==> config.mk <==
export PLATFORM = sky130hd
export DESIGN_NAME = chain_cfg_rom
export DESIGN_NICKNAME = d
export VERILOG_FILES = /design/src/rtl/cfgrom_pkg.sv /design/src/rtl/cfgrom_por_timer.sv /design/src/rtl/cfgrom_bit_store.sv /design/src/rtl/cfgrom_read_fsm.sv /design/src/rtl/chain_cfg_rom.sv
export SDC_FILE = /design/constraint.sdc
export NUM_CORES = 1
export LEC_CHECK = 0
export BUFFER_PORTS_ARGS = -buffer_cell sky130_fd_sc_hd__buf_2
export CORE_AREA = 2 2 160 162
export CTS_CLUSTER_DIAMETER = 80
export DETAILED_ROUTE_END_ITERATION = 8
export DIE_AREA = 0 0 162 164
export PLACE_DENSITY = 0.74
export SYNTH_ARGS = -nofsm -noshare
export SYNTH_HDL_FRONTEND = slang
export SYNTH_SLANG_ARGS = --single-unit
==> constraint.sdc <==
create_clock -name clk -period 2.8 [get_ports clk]
set_input_delay 0.28 -clock clk [delete_from_list [all_inputs] [get_ports clk]]
set_output_delay 0.28 -clock clk [all_outputs]
set_load 0.005 [all_outputs]
==> src/rtl/cfgrom_pkg.sv <==
package cfgrom_pkg;
    typedef enum logic [1:0] {
        ST_POR_WAIT  = 2'd0,
        ST_PROGRAM   = 2'd1,
        ST_STREAM    = 2'd2,
        ST_EXHAUSTED = 2'd3
    } cfg_state_e;
endpackage

==> src/rtl/cfgrom_por_timer.sv <==
module cfgrom_por_timer #(
    parameter int unsigned POR_CYCLES = 16
) (
    input  logic clk,
    input  logic por_n,
    output logic por_done
);
    localparam int unsigned CW = $clog2(POR_CYCLES + 2);

    logic [CW-1:0] wait_cnt;

    // Count up once per clock after power-on, then saturate at POR_CYCLES.
    always_ff @(posedge clk or negedge por_n) begin
        if (!por_n) begin
            wait_cnt <= '0;
        end else if (wait_cnt != CW'(POR_CYCLES)) begin
            wait_cnt <= wait_cnt + 1'b1;
        end
    end

    assign por_done = (wait_cnt == CW'(POR_CYCLES));
endmodule

==> src/rtl/cfgrom_bit_store.sv <==
module cfgrom_bit_store #(
    parameter int unsigned DEPTH = 256,
    localparam int unsigned AW = $clog2(DEPTH)
) (
    input  logic          clk,
    input  logic          wr_en,
    input  logic [AW-1:0] wr_addr,
    input  logic          wr_bit,
    input  logic [AW-1:0] rd_addr,
    output logic          rd_bit
);
    logic [DEPTH-1:0] cells;

    // One storage flop per location; no reset, the contents model a
    // non-volatile array.
    for (genvar g = 0; g < int'(DEPTH); g++) begin : g_cell
        always_ff @(posedge clk) begin
            if (wr_en && (wr_addr == AW'(g))) begin
                cells[g] <= wr_bit;
            end
        end
    end

    assign rd_bit = cells[rd_addr];
endmodule

==> src/rtl/cfgrom_read_fsm.sv <==
module cfgrom_read_fsm
    import cfgrom_pkg::*;
#(
    parameter int unsigned DEPTH = 256,
    localparam int unsigned AW = $clog2(DEPTH)
) (
    input  logic          clk,
    input  logic          por_n,
    input  logic          por_done,
    input  logic          ce_n,
    input  logic          rst_hit,
    input  logic          prog_n,
    output cfg_state_e    state,
    output logic [AW-1:0] rd_addr,
    output logic          data_oe,
    output logic          ceo_n,
    output logic          ready_drive,
    output logic          wr_allow
);
    localparam logic [AW-1:0] LAST_ADDR = AW'(DEPTH - 1);

    cfg_state_e    state_nxt;
    logic [AW-1:0] addr_nxt;
    logic          at_last;

    assign at_last = (rd_addr == LAST_ADDR);

    // Next state and next address.
    always_comb begin
        state_nxt = state;
        addr_nxt  = rd_addr;
        unique case (state)
            ST_POR_WAIT: begin
                addr_nxt = '0;
                if (por_done) begin
                    state_nxt = prog_n ? ST_STREAM : ST_PROGRAM;
                end
            end
            ST_PROGRAM: begin
                addr_nxt = '0;
                if (prog_n) begin
                    state_nxt = ST_STREAM;
                end
            end
            ST_STREAM: begin
                if (!prog_n) begin
                    state_nxt = ST_PROGRAM;
                    addr_nxt  = '0;
                end else if (rst_hit) begin
                    addr_nxt = '0;
                end else if (!ce_n) begin
                    if (at_last) begin
                        state_nxt = ST_EXHAUSTED;
                    end else begin
                        addr_nxt = rd_addr + 1'b1;
                    end
                end
            end
            ST_EXHAUSTED: begin
                if (!prog_n) begin
                    state_nxt = ST_PROGRAM;
                    addr_nxt  = '0;
                end else if (rst_hit) begin
                    state_nxt = ST_STREAM;
                    addr_nxt  = '0;
                end
            end
        endcase
    end

    // State register.
    always_ff @(posedge clk or negedge por_n) begin
        if (!por_n) begin
            state   <= ST_POR_WAIT;
            rd_addr <= '0;
        end else begin
            state   <= state_nxt;
            rd_addr <= addr_nxt;
        end
    end

    // Outputs.
    always_comb begin
        data_oe     = 1'b0;
        ceo_n       = 1'b1;
        ready_drive = 1'b0;
        wr_allow    = 1'b0;
        unique case (state)
            ST_POR_WAIT:  ready_drive = 1'b1;
            ST_PROGRAM:   wr_allow    = !prog_n;
            ST_STREAM:    data_oe     = !ce_n && !rst_hit && prog_n;
            ST_EXHAUSTED: ceo_n       = 1'b0;
        endcase
    end
endmodule

==> src/rtl/chain_cfg_rom.sv <==
module chain_cfg_rom
    import cfgrom_pkg::*;
#(
    parameter int unsigned DEPTH      = 256,
    parameter int unsigned POR_CYCLES = 16,
    localparam int unsigned AW = $clog2(DEPTH)
) (
    input  logic          clk,
    input  logic          por_n,
    input  logic          ce_n,
    input  logic          rst_oe,
    input  logic          rst_pol,
    input  logic          prog_n,
    input  logic          wr_en,
    input  logic [AW-1:0] wr_addr,
    input  logic          wr_bit,
    output logic          data_out,
    output logic          data_oe,
    output logic          ceo_n,
    output logic          ready_drive
);
    cfg_state_e    cur_state;
    logic [AW-1:0] rd_addr;
    logic          por_done;
    logic          rst_hit;
    logic          wr_allow;
    logic          rd_bit;

    // The reset pin counts as active when it sits at the selected level.
    assign rst_hit = (rst_oe == rst_pol);

    cfgrom_por_timer #(.POR_CYCLES(POR_CYCLES)) u_por (
        .clk      (clk),
        .por_n    (por_n),
        .por_done (por_done)
    );

    cfgrom_bit_store #(.DEPTH(DEPTH)) u_store (
        .clk     (clk),
        .wr_en   (wr_en && wr_allow),
        .wr_addr (wr_addr),
        .wr_bit  (wr_bit),
        .rd_addr (rd_addr),
        .rd_bit  (rd_bit)
    );

    cfgrom_read_fsm #(.DEPTH(DEPTH)) u_fsm (
        .clk         (clk),
        .por_n       (por_n),
        .por_done    (por_done),
        .ce_n        (ce_n),
        .rst_hit     (rst_hit),
        .prog_n      (prog_n),
        .state       (cur_state),
        .rd_addr     (rd_addr),
        .data_oe     (data_oe),
        .ceo_n       (ceo_n),
        .ready_drive (ready_drive),
        .wr_allow    (wr_allow)
    );

    assign data_out = data_oe & rd_bit;
endmodule

* Word level (Yosys, flattened, before mapping) *
Index checks and enable logic that the tools add are counted.

cells by class
  add/subtract/negate cells = 2
  $lt $le $gt $ge = 1
  eq/ne operators = 270
  muxes and demuxes = 23
  bitwise logic cells = 1
  reduce and logical (&&, ||, !) cells = 267

operators by type and width
  cell                   number
  $eq A8 B8 Y1 const B   129
  $eq A8 B7 Y1 const B   64
  $logic_and A1 B1 Y1    259
  $eq A8 B6 Y1 const B   32
  $eq A8 B5 Y1 const B   16
  $eq A8 B4 Y1 const B   8
  $mux W8                6
  $eq A8 B3 Y1 const B   4
  $pmux W8 S3            1
  $mux W2                9
  $eq A8 B2 Y1 const B   2
  $lt A8 B9 Y1 const B   1
  $add A8 B1 Y8 const B  1
  $bmux W1 S8            1
  $eq A8 B1 Y1 const B   1
  $logic_not A8 Y1       1
  $ne A4 B3 Y1 const B   2
  $pmux W2 S4            1
  $ne A3 B2 Y1 const B   2
  $ne A3 B3 Y1 const B   2
  $reduce_and A6 Y1      1
  $add A5 B1 Y5 const B  1
  $eq A5 B5 Y1 const B   1
  $mux W1                5
  other kinds (10)       14

storage, ports and cells
  bits in registers = 271
  output and inout port bits = 4
  logic and storage cells = 823

* Longest topological paths before layout *
  depth in word-level cells = 6
  mapped depth = 10

* By module *
Synthesis repeated with hierarchy kept, for this count alone.

second synthesis, totals
  cell total of the unflattened synthesis = 894
  area, all modules = 12231.7 um2

modules (own cells, without submodules)
  module            instances  cells an instance  area each (um2)  seq. area each (um2)
  cfgrom_bit_store  1          788                11202.0          7687.4
  cfgrom_read_fsm   1          83                 755.7            250.2
  cfgrom_por_timer  1          20                 252.7            125.1
  chain_cfg_rom     1          3                  21.3             0.0

* Least setup slack after synthesis *
No wires, ideal clock.

  kind = register to output
  start point = register u_fsm.rd_addr[0]
  end point = output port data_out
  arrival = 1.933 ns
  slack = 0.587 ns
  cell stages (with the launch flop) = 8
  cell sequence = dfrtp_1 -> buf_6 -> mux4_2 -> a211o_1 -> o2111a_1 -> a41oi_1 -> o311ai_1 -> and3_1

on the way
  word-level cells in the longest chain between the ends = 3

ends and longest elaborated chain
  what                           line                    text
  start, declared                cfgrom_read_fsm.sv:14   output logic [AW-1:0] rd_addr,
  start signal, assigned         cfgrom_read_fsm.sv:78   rd_addr <= addr_nxt;
  $bmux W1 S8                    cfgrom_bit_store.sv:24  assign rd_bit = cells[rd_addr];
  $mux W1 (not written as such)  cfgrom_bit_store.sv:24
  $and A1 B1 Y1                  chain_cfg_rom.sv:62     assign data_out = data_oe & rd_bit;
  end, declared                  chain_cfg_rom.sv:17     output logic data_out,

No other way between the ends. The select of a mux whose other input is x is not followed.

* Final worst setup path *
Ends and elaborated chain as after synthesis.

==> impl_metrics.tcl <==
set metrics [dict create \
    clock_sinks 271 \
    start_kind "flop" \
    hold_path_class "input pin to flop" \
    h-tree-depth 1 \
    fin_util_pct 57.6 \
    final_area_mm2 0.0143 \
    coreArea_mm2 0.0248 \
    clk_path_buf_depth 3 \
    grt_pass1_wl_um 42800 \
    clock_skew_ps 9.67 \
    drtIter0Drc 780 \
    setup_violations 1 \
    grt_max_degree 94 \
    num-nets-final 981 \
    end_kind "output port" \
    start_util_pct 49.5 \
    violations "setup timing" \
    synthArstFlopShare_pct 5.54 \
    port_buffers 19 \
    final_common_cell "nor2_1" \
    cts_buffers 27 \
    n_antenna_cell 0 \
    finalCritPeriodShare_pct 113 \
    worstMarginPinSlew_ps 881 \
    grt_usage_pct 21.0 \
    antenna_found_initial 0 \
    crit_chain "buf_12, buf_8, buf_6, mux4_2, mux2i_2, o21ai_1, a41oi_2, o311ai_1, and3_4, buf_6" \
    power_switching_share_pct 21.7 \
    avgSynthCellArea_um2 13.4 \
    cp_data_required_time_ps 2520 \
    r2r-end "u_fsm.state[0]" \
    syn_to_final_growth_pct 16.4 \
    grt_overflow 0 \
    yosysUniqueCellTypes 50 \
    dpl.cell_count 1236 \
    r2r_slack_ps 340 \
    final-instance-count-excl-fill 1307 \
    synthFlopType "edfxtp_1" \
    slew_headroom_pct 41.1 \
    crit_fanout 7 \
    grt_setup_unrepaired "yes" \
    vias 7775 \
    grt_pass1_vias 7695 \
    layout_setup_ws_ps -370 \
    seqPwrFrac_pct 49.4 \
    netlist_area_mm2 0.0123 \
    arrival_ps 2890 \
    powerDensity_mw_per_mm2 635 \
    synth_edf_count 256 \
    ff2ff_path_depth 8 \
    leakage_uw 0.00435 \
    hold_end "u_fsm.state[0]" \
    internal_power_uw 7110 \
    detailed_place_hpwl_um 16900 \
    placed_area_mm2 0.0128 \
    layout_common_cells "270 x nor2_1, 256 x edfxtp_1, 54 x mux2i_1" \
    crit_top_cell "buf_6" \
    use_met3_pct 2.68 \
    grt.busiest_layer "met2" \
    antenna_left 0 \
    clkPwrFrac_pct 40.5 \
    gp_congestion 0.788 \
    path_clk_slew_ps 60 \
    crit_type "flop to output port" \
    nFillCells 1913 \
    met1_usage_pct 28.9 \
    whs_ps 180 \
    finalHoldViolations 0 \
    drc 0 \
    drt-wirelength-per-cell_um 21.1 \
    final_layout_size_suffix_gt1_share_pct 19.9 \
    synth-seq-cells 271 \
    root_buffer "clkbuf_16" \
    synth_nets 936 \
    ios 20 \
    yosysWarnings 0 \
    maxCapViolCount 0 \
    clkLatencyLatePin_ps 520 \
    synthCells 913 \
    cp_num_buf_inv 4 \
    r2r_start "u_fsm.rd_addr[2]" \
    p_sw_uw 1970 \
    die_h_um 164 \
    via_per_inst 5.95 \
    pwr-share-comb_pct 10.2 \
    crit_slowest_cell "dfrtp_4" \
    fmax_mhz 315 \
    critical_path.max_stage_delay_ps 520 \
    finalCriticalPeriod_ps 3170 \
    status "finished, violations left" \
    ir_drop_v 0.000433 \
    cpLargestDelayFamily "multiplexers" \
    hold_depth 4 \
    met2_usage_pct 35.1 \
    wirelength_um 27600 \
    holdCritStartpoint "prog_n" \
    die_area_mm2 0.0266 \
    final_max_slew_viol_count 0 \
    die_x_um 162 \
    fp-row-count 58 \
    cts_tree "yes" \
    synth_seq_area_share_pct 65.7 \
    first_pass_iters 4 \
]
[flip-flops by register name, summed over array words and instances, names as in the netlist]
signal          flops
u_fsm.rd_addr       8
u_fsm.state         2
u_por.wait_cnt      5
u_store.cells     256
[what timing repair did]
item / 4_1_cts / 5_1_grt
pin swaps: 16 / 10
endpoints found under the hold margin: 15 / 0
gates resized for setup: 61 / 15
setup endpoints to repair: 1 / 3
hold buffers: 1 / 0
setup buffers: 12 / 7
cloned: 3 / 0
[cell usage after synthesis (2+ instances only)]
library cell,n,area (µm²)
mux4_1,21,552
buf_4,2,15.0
mux4_2,19,428
xnor2_1,4,35.0
o21ai_1,3,15.0
o22ai_1,8,50.1
a221oi_1,10,87.6
ha_1,7,87.6
buf_6,7,78.8
a31oi_1,2,12.5
nand2_1,24,90.1
buf_2,14,70.1
nand3_1,31,155
a211oi_1,5,37.5
buf_1,2,7.51
nor2b_1,10,62.6
o221ai_1,8,70.1
o31ai_1,5,37.5
dfrtp_1,15,375
nand2b_1,3,18.8
clkbuf_1,46,173
and4_1,2,17.5
a21oi_1,15,75.1
edfxtp_1,256,7690
nor2_1,270,1010
nand4_1,12,75.1
inv_1,11,41.3
o21ai_0,21,105
a41oi_1,2,17.5
buf_12,2,40.0
mux2i_1,56,561
and2_1,2,12.5
[tightest hold or removal path, stage by stage]
cell and delay (ps):
buf_2 150, nand2b_1 80, nand3_1 70, o21ai_0 80
[per-layer routing]
layer	vias to the layer above	wire (µm)	share of wire, %
met5	-	0	0
met2	320	13500	49
li1	3463	-	-
met1	3936	11700	42
met3	56	1770	6.4
met4	0	644	2.3
[kinds of logic (layout without fill, tap and decap cells)]
kind of cell | count (synthesis) | in the layout | share of synthesized area, %
and+or+nand+nor | 360 | 360 | 12.2
DFF | 271 | 271 | 65.7
muxes | 97 | 97 | 12.6
AOI/OAI and AO/OA | 88 | 88 | 4.80
buffers and inverters | 85 | 149 | 3.59
adders and majority gates | 7 | 7 | 0.713
xor gates and xnor gates | 5 | 5 | 0.357
[area by class of cell]
class / instances / area (µm²) / share of cell area, %
Clock buffer: 32 / 694 / 4.86
Clock inverter: 16 / 199 / 1.39
Timing Repair Buffer: 90 / 837 / 5.86
Tap cell: 330 / 413 / 2.89
Sequential cell: 271 / 8070 / 56.5
Inverter: 11 / 41.3 / 0.289
Multi-Input combinational cell: 557 / 4030 / 28.2
[worst max-delay path by stage]
| stage | slack [ps] | end | start | cells past startpoint |
|---|---|---|---|---|
| 3_3_place_gp | 30 | data_out | u_fsm.rd_addr[0] | 9 |
| 3_5_place_dp | -8 | data_out | u_fsm.rd_addr[0] | 9 |
| 5_1_grt | -440 | data_out | u_fsm.rd_addr[0] | 10 |
| 2_1_floorplan | 590 | data_out | u_fsm.rd_addr[0] | 7 |
| 4_1_cts | -360 | data_out | u_fsm.rd_addr[0] | 10 |
| 6_report | -370 | data_out | u_fsm.rd_addr[0] | 10 |
[power by group through the flow]
stage / combinational, µW / clock (µW) / sequential, µW
2_1_floorplan: 554 / 0 / 4550
4_1_cts: 903 / 3710 / 4480
5_1_grt: 998 / 3850 / 4480
3_5_place_dp: 766 / 0 / 4570
3_3_place_gp: 746 / 0 / 4560
6_report: 924 / 3670 / 4480
[stage by stage]
stage,power (µW),setup slack (ps),setup TNS (ps)
after detailed placement,5330,-7.61,-7.61
after floorplan,5110,587,0
after global placement,5310,25.9,0
after global routing,9330,-437,-437
after CTS,9090,-363,-363
final,9070,-370,-370
(Power assumes the default switching activity.)
